## config.mk

```make
export PLATFORM = sky130hd
export DESIGN_NAME = mdio_master
export DESIGN_NICKNAME = d
export VERILOG_FILES = /design/src/rtl/mdio_pkg.sv /design/src/rtl/mdio_clk_div.sv /design/src/rtl/mdio_frame_engine.sv /design/src/rtl/mdio_master.sv
export SDC_FILE = /design/constraint.sdc
export NUM_CORES = 1
export LEC_CHECK = 0
export BUFFER_PORTS_ARGS = -buffer_cell sky130_fd_sc_hd__buf_2
export CAP_MARGIN = 20
export CELL_PAD_IN_SITES_DETAIL_PLACEMENT = 0
export CELL_PAD_IN_SITES_GLOBAL_PLACEMENT = 1
export CORE_MARGIN = 8
export CORE_UTILIZATION = 38
export CTS_BUF_LIST = sky130_fd_sc_hd__clkbuf_8 sky130_fd_sc_hd__clkbuf_16
export DETAILED_ROUTE_END_ITERATION = 8
export GPL_ROUTABILITY_DRIVEN = 0
export PLACE_DENSITY_LB_ADDON = 0.1
export SLEW_MARGIN = 10
export SYNTH_ARGS = -nofsm -noshare
export SYNTH_HDL_FRONTEND = slang
export SYNTH_SLANG_ARGS = --single-unit
```

## constraint.sdc

```tcl
create_clock -name clk -period 2.1 [get_ports clk]
set_input_delay 0.105 -clock clk [delete_from_list [all_inputs] [get_ports clk]]
set_output_delay 0.105 -clock clk [all_outputs]
set_load 0.005 [all_outputs]
```

## src/rtl/mdio_pkg.sv

```systemverilog
package mdio_pkg;
  localparam int FRAME_W  = 32;
  localparam int PRE_W    = 32;
  localparam int DATA_W   = 16;
  localparam int IDX_W    = 6;
  localparam int TA_HI    = 17;   // first turnaround bit index
  localparam int TA_LO    = 16;   // second turnaround bit index
  localparam int DATA_TOP = 15;

  localparam logic [1:0] ST_CLASSIC = 2'b01;
  localparam logic [1:0] ST_EXT     = 2'b00;
  localparam logic [1:0] TA_WRITE   = 2'b10;
  localparam logic [1:0] OPC_RD     = 2'b10;

  typedef struct packed {
    logic              ext;
    logic [1:0]        op;
    logic [4:0]        phy;
    logic [4:0]        dev;
    logic [DATA_W-1:0] wdata;
  } mgmt_req_t;

  function automatic logic op_is_read(input logic ext, input logic [1:0] op);
    return ext ? op[1] : (op == OPC_RD);
  endfunction

  function automatic logic [FRAME_W-1:0] pack_frame(input mgmt_req_t r);
    return {(r.ext ? ST_EXT : ST_CLASSIC), r.op, r.phy, r.dev, TA_WRITE, r.wdata};
  endfunction
endpackage

```

## src/rtl/mdio_clk_div.sv

```systemverilog
module mdio_clk_div #(
  parameter int DIV_W = 8
) (
  input  logic             clk,
  input  logic             rst_n,
  input  logic             run,
  input  logic [DIV_W-1:0] div,
  output logic             mdc,
  output logic             rise_tick,
  output logic             fall_tick
);
  logic [DIV_W-1:0] cnt;
  logic [DIV_W-1:0] div_eff;
  logic             wrap;

  assign div_eff   = (div == '0) ? DIV_W'(1) : div;
  assign wrap      = run && (cnt >= div_eff - DIV_W'(1));
  assign rise_tick = wrap && !mdc;
  assign fall_tick = wrap && mdc;

  always_ff @(posedge clk or negedge rst_n) begin
    if (!rst_n) begin
      cnt <= '0;
      mdc <= 1'b0;
    end else if (!run) begin
      cnt <= '0;
      mdc <= 1'b0;
    end else if (wrap) begin
      cnt <= '0;
      mdc <= ~mdc;
    end else begin
      cnt <= cnt + DIV_W'(1);
    end
  end


  mdc_idle_low_chk: assert property (@(posedge clk) disable iff (!rst_n)
    !run |=> !mdc);

  mdc_toggle_at_end_chk: assert property (@(posedge clk) disable iff (!rst_n)
    (!$stable(mdc) && $past(run)) |-> ($past(cnt) >= $past(div_eff) - DIV_W'(1)));
endmodule

```

## src/rtl/mdio_frame_engine.sv

```systemverilog
module mdio_frame_engine
  import mdio_pkg::*;
(
  input  logic              clk,
  input  logic              rst_n,
  input  logic              req_valid,
  input  mgmt_req_t         req,
  input  logic              nopre,
  input  logic              rise_tick,
  input  logic              fall_tick,
  input  logic              mdc,
  input  logic              mdio_i,
  output logic              req_ready,
  output logic              busy,
  output logic              mdio_o,
  output logic              mdio_oe,
  output logic              rsp_valid,
  output logic [DATA_W-1:0] rsp_rdata,
  output logic              rsp_noresp
);
  logic [IDX_W-1:0]   idx;
  logic [FRAME_W-1:0] frm;
  logic               rd;

  assign req_ready = !busy;
  assign mdio_o    = !busy || idx[IDX_W-1] || frm[idx[IDX_W-2:0]];
  assign mdio_oe   = busy && !(rd && (idx <= IDX_W'(TA_HI)));

  always_ff @(posedge clk or negedge rst_n) begin
    if (!rst_n) begin
      busy       <= 1'b0;
      idx        <= '0;
      frm        <= '0;
      rd         <= 1'b0;
      rsp_valid  <= 1'b0;
      rsp_rdata  <= '0;
      rsp_noresp <= 1'b0;
    end else begin
      rsp_valid <= 1'b0;
      if (!busy) begin
        if (req_valid) begin
          busy       <= 1'b1;
          idx        <= nopre ? IDX_W'(FRAME_W - 1) : IDX_W'(FRAME_W + PRE_W - 1);
          frm        <= pack_frame(req);
          rd         <= op_is_read(req.ext, req.op);
          rsp_rdata  <= '0;
          rsp_noresp <= 1'b0;
        end
      end else begin
        if (rise_tick && rd) begin
          if (idx <= IDX_W'(DATA_TOP)) rsp_rdata <= {rsp_rdata[DATA_W-2:0], mdio_i};
          if (idx == IDX_W'(TA_LO))    rsp_noresp <= mdio_i;
        end
        if (fall_tick) begin
          if (idx == '0) begin
            busy      <= 1'b0;
            rsp_valid <= 1'b1;
          end else begin
            idx <= idx - IDX_W'(1);
          end
        end
      end
    end
  end


  drive_change_low_chk: assert property (@(posedge clk) disable iff (!rst_n)
    !$stable(mdio_o) |-> !mdc);

  accept_busy_chk: assert property (@(posedge clk) disable iff (!rst_n)
    (req_valid && req_ready) |=> busy);

  rsp_pulse_chk: assert property (@(posedge clk) disable iff (!rst_n)
    rsp_valid |=> !rsp_valid);

  rsp_idle_chk: assert property (@(posedge clk) disable iff (!rst_n)
    rsp_valid |-> !busy);
endmodule

```

## src/rtl/mdio_master.sv

```systemverilog
module mdio_master
  import mdio_pkg::*;
#(
  parameter int DIV_W = 8
) (
  input  logic              clk,
  input  logic              rst_n,
  input  logic [DIV_W-1:0]  cfg_div,
  input  logic              cfg_nopre,
  input  logic              req_valid,
  output logic              req_ready,
  input  logic              req_ext,
  input  logic [1:0]        req_op,
  input  logic [4:0]        req_phy,
  input  logic [4:0]        req_dev,
  input  logic [DATA_W-1:0] req_wdata,
  output logic              rsp_valid,
  output logic [DATA_W-1:0] rsp_rdata,
  output logic              rsp_noresp,
  output logic              busy,
  output logic              mdc,
  output logic              mdio_o,
  output logic              mdio_oe,
  input  logic              mdio_i
);
  mgmt_req_t req;
  logic      rise_tick;
  logic      fall_tick;

  assign req = '{ext: req_ext, op: req_op, phy: req_phy, dev: req_dev, wdata: req_wdata};

  mdio_clk_div #(.DIV_W(DIV_W)) u_div (
    .clk       (clk),
    .rst_n     (rst_n),
    .run       (busy),
    .div       (cfg_div),
    .mdc       (mdc),
    .rise_tick (rise_tick),
    .fall_tick (fall_tick)
  );

  mdio_frame_engine u_eng (
    .clk        (clk),
    .rst_n      (rst_n),
    .req_valid  (req_valid),
    .req        (req),
    .nopre      (cfg_nopre),
    .rise_tick  (rise_tick),
    .fall_tick  (fall_tick),
    .mdc        (mdc),
    .mdio_i     (mdio_i),
    .req_ready  (req_ready),
    .busy       (busy),
    .mdio_o     (mdio_o),
    .mdio_oe    (mdio_oe),
    .rsp_valid  (rsp_valid),
    .rsp_rdata  (rsp_rdata),
    .rsp_noresp (rsp_noresp)
  );


  idle_release_chk: assert property (@(posedge clk) disable iff (!rst_n)
    !busy |-> !mdio_oe);

  idle_mdc_low_chk: assert property (@(posedge clk) disable iff (!rst_n)
    $rose(busy) |-> !mdc);
endmodule

```

==> results.yml <==
pwr:
  combPwrFrac_pct: 33.6
  p_leak_nw: 2.41
  p_sw_w: 0.00137
  power_density_nw_per_um2: 849
  clock_power_share_pct: 26.8
  irDropWorstVdd_mv: 0.441
  sequentialPowerShare_pct: 39.6
  swShare_pct: 33.4
  p_int_w: 0.00272
routing:
  remaining_drc_errors: 0
  final_antenna_net_count: 0
  via_per_inst: 4.90
  wl_um: 8490
  dr.pass1.iters: 4
  num_vias: 2924
  detail_route.wl_per_cell_um: 14.2
  drtIter0Drc: 87
yosys:
  syn-cell-area_sq_um: 3440
  synthSimpleGateAreaFrac_pct: 24.7
  yosysSeqAreaShare_pct: 47.3
  synth_mux_area_share_pct: 10.0
  synth-compound-area-share_pct: 7.24
  synth_ff_type: "dfrtp_1"
  synth_edf_count: 0
  synth_xor_area_share_pct: 2.55
  syn_nets: 417
  synth_top_family_by_area: "simple AND/OR/NAND/NOR gates"
  synthCells: 362
  synthAdderAreaFrac_pct: 4.73
  synthArstFlopShare_pct: 100
  synth-warning-count: 0
  ys_ff_latch: 65
  yosys.cell_types.count: 47
  syn_area_per_cell_sq_um: 9.50
clocking:
  clkTransAtPathRegs_ns: 0.08
  clock_latency_ns: 0.34
  cts.sinks: 65
  clockBufferDepth: 2
  root_buffer: "clkbuf_8"
  cts-htree-levels: 3
  cts_made_buffers: 9
  cts_tree: "built"
critical_path:
  crit_type: "in -> reg"
  end_kind: "flip-flop"
  path_max_fanout: 7
  cp.arrival_ns: 2.38
  start_kind: "input pin"
  r2r_start: "u_div.cnt[0]$_DFF_PN0_"
  r2r_cells: 8
  required_ns: 2.35
  startpoint: "cfg_div[4]"
timing:
  relSlewSlack_pct: 55.9
  tightest_slew_ns: 0.658
  layout_setup_ws_ns: -0.0354
  drv_slew: 0
  skew_ns: 0.0108
  period_minus_slack_ns: 2.14
  rsz0062_at_grt: "true"
  setup_violations: 11
  finalHoldViolCount: 0
  fmax_mhz: 468
  period_share_pct: 102
global_route:
  grt_pass1_vias: 3035
  grt_pass1_wl_um: 14300
  grt_most_used_layer: "met2"
  met2_usage_pct: 22.5
  antenna_found_initial: 0
  grt-ovfl-total: 0
  grtUsageTotal_pct: 13.6
  globalRouteMet1Util_pct: 16.9
  met3_usage_pct: 3.08
  grt_start_max_net_pins: 66
floorplan:
  die_x_um: 111
  core_area_sq_um: 8760
  die_h_um: 111
  fp-row-count: 34
  ios: 65
  die_area_sq_um: 12300
  initial_utilization_pct: 39.2
place:
  dpl.hpwl_um: 5850
  portBuffers: 64
  place_area_sq_um: 4100
layout:
  area_growth_pct: 40.1
  final_area_sq_um: 4820
  antennaDiodeCount: 0
  layout-drive-gt1-share_pct: 31.9
  fillCellCount: 801
  fin_nets: 539
  fin_util_pct: 55.0
worst_hold_path:
  whs_path_depth: 3
  hold_start: "req_op[0]"
  hold_path_class: "in -> reg"
run_status:
  violations: "setup timing"
  status: "finished with violations"
flow_run:
  cap_viol_max_count: 0
area by class of cell:
type | instances | area (sq um) | share of cell area, %
Sequential cell | 65 | 1630 | 33.8
Clock buffer | 10 | 138 | 2.86
Timing Repair Buffer | 127 | 922 | 19.1
Multi-Input combinational cell | 272 | 1890 | 39.3
Inverter | 9 | 33.8 | 0.701
Clock inverter | 6 | 67.6 | 1.40
Tap cell | 108 | 135 | 2.80
final timing paths:
| path | end | slack (ns) |
|---|---|---|
| worst max register to register | u_eng.idx[0]$_DFFE_PN0P_ | 0.05 |
| worst max-delay path | u_eng.idx[0]$_DFFE_PN0P_ | -0.04 |
| worst min-delay path | u_eng.frm[28]$_DFFE_PN0P_ | 0.03 |
| worst min register to register | u_eng.frm[17]$_DFFE_PN0P_ | 0.47 |
| min in group asynchronous | u_div.cnt[5]$_DFF_PN0_ | 0.30 |
| max in group asynchronous | u_eng.idx[1]$_DFFE_PN0P_ | 1.46 |
metal layers:
layer / vias to the layer above / part of all wire, %
li1: 1475 / -
met1: 1401 / 48
met2: 40 / 47
met3: 8 / 3.1
met5: - / 0
met4: 0 / 1.1
cell families after synthesis:
family,count (synthesis)
AOI/OAI and AO/OA,33
muxes,27
adders and majority gates,13
DFF,65
and+or+nand+nor,188
xor gates and xnor gates,10
buffers and inverters,26
flip-flops by register name (all words and copies together) (netlist names):
name and count:
u_div.cnt 8, u_div.mdc 1, u_eng.busy 1, u_eng.frm 30, u_eng.idx 6, u_eng.rd 1
u_eng.rsp_noresp 1, u_eng.rsp_rdata 16, u_eng.rsp_valid 1
cell usage in the layout (no fill, tap or decap), drive strengths merged, types with 5 or more instances in the layout:
master	synthesis	layout
a21oi	5	5
buf	6	98
clkbuf	11	10
dfrtp	65	65
dlygate4sd3	0	29
ha	13	13
inv	9	9
mux2i	21	21
mux4	6	6
nand2	134	135
nand3	9	9
nor2	15	15
nor3	5	5
o211ai	5	5
o21ai	7	7
xor2	7	7
cells in the mapped netlist (all sizes together), types with 6 or more instances:
| cell | n | area [sq um] |
|---|---|---|
| mux2i | 21 | 210 |
| dfrtp | 65 | 1630 |
| clkbuf | 11 | 41.3 |
| mux4 | 6 | 135 |
| nand3 | 9 | 45.0 |
| ha | 13 | 163 |
| nand2 | 134 | 519 |
| buf | 6 | 42.5 |
| nor2 | 15 | 63.8 |
| xor2 | 7 | 61.3 |
| inv | 9 | 33.8 |
| o21ai | 7 | 35.0 |
stage by stage:
stage	TNS, ns	power (W)	setup WS (ns)	hold slack, ns	instances
after global placement	-9.98	0.00275	-0.331	0.157	548
final	-0.131	0.00409	-0.0354	0.0322	597
after CTS	-0.0461	0.00395	-0.0461	0.0198	594
after floorplan	-2.28	0.00233	-0.172	-0.191	362
after global routing	-1.55	0.00438	-0.151	0.0409	597
after detailed placement	-11.63	0.00277	-0.415	0.155	548
worst max-delay path: stages:
cell     delay (ns)
buf_8          0.10
nor4_4         0.30
a31oi_2        0.15
ha_2           0.25
nand2_2        0.06
xor2_1         0.18
ha_1           0.26
nand4_1        0.12
a21oi_2        0.06
buf_4          0.14
a21oi_4        0.30
buf_6          0.15
nor3_2         0.04
mux2i_1        0.16
power groups by stage:
stage	Clock [W]	Sequential [W]	Combinational (W)
4_1_cts	0.00113	0.00161	0.00121
2_1_floorplan	0	0.00157	0.000766
6_report	0.00110	0.00162	0.00137
5_1_grt	0.00120	0.00165	0.00154
3_3_place_gp	0	0.00163	0.00111
3_5_place_dp	0	0.00163	0.00114
what timing repair did:
action                                  4_1_cts  5_1_grt
hold buffers                                 29        0
endpoints found under the hold margin        93        0
buffers inserted                              1        2
endpoints found under the setup margin       10       34
pin swaps                                     4       23
cloned                                        0        1
resized for setup                             5       35
Power figures use the tool's default switching activity.
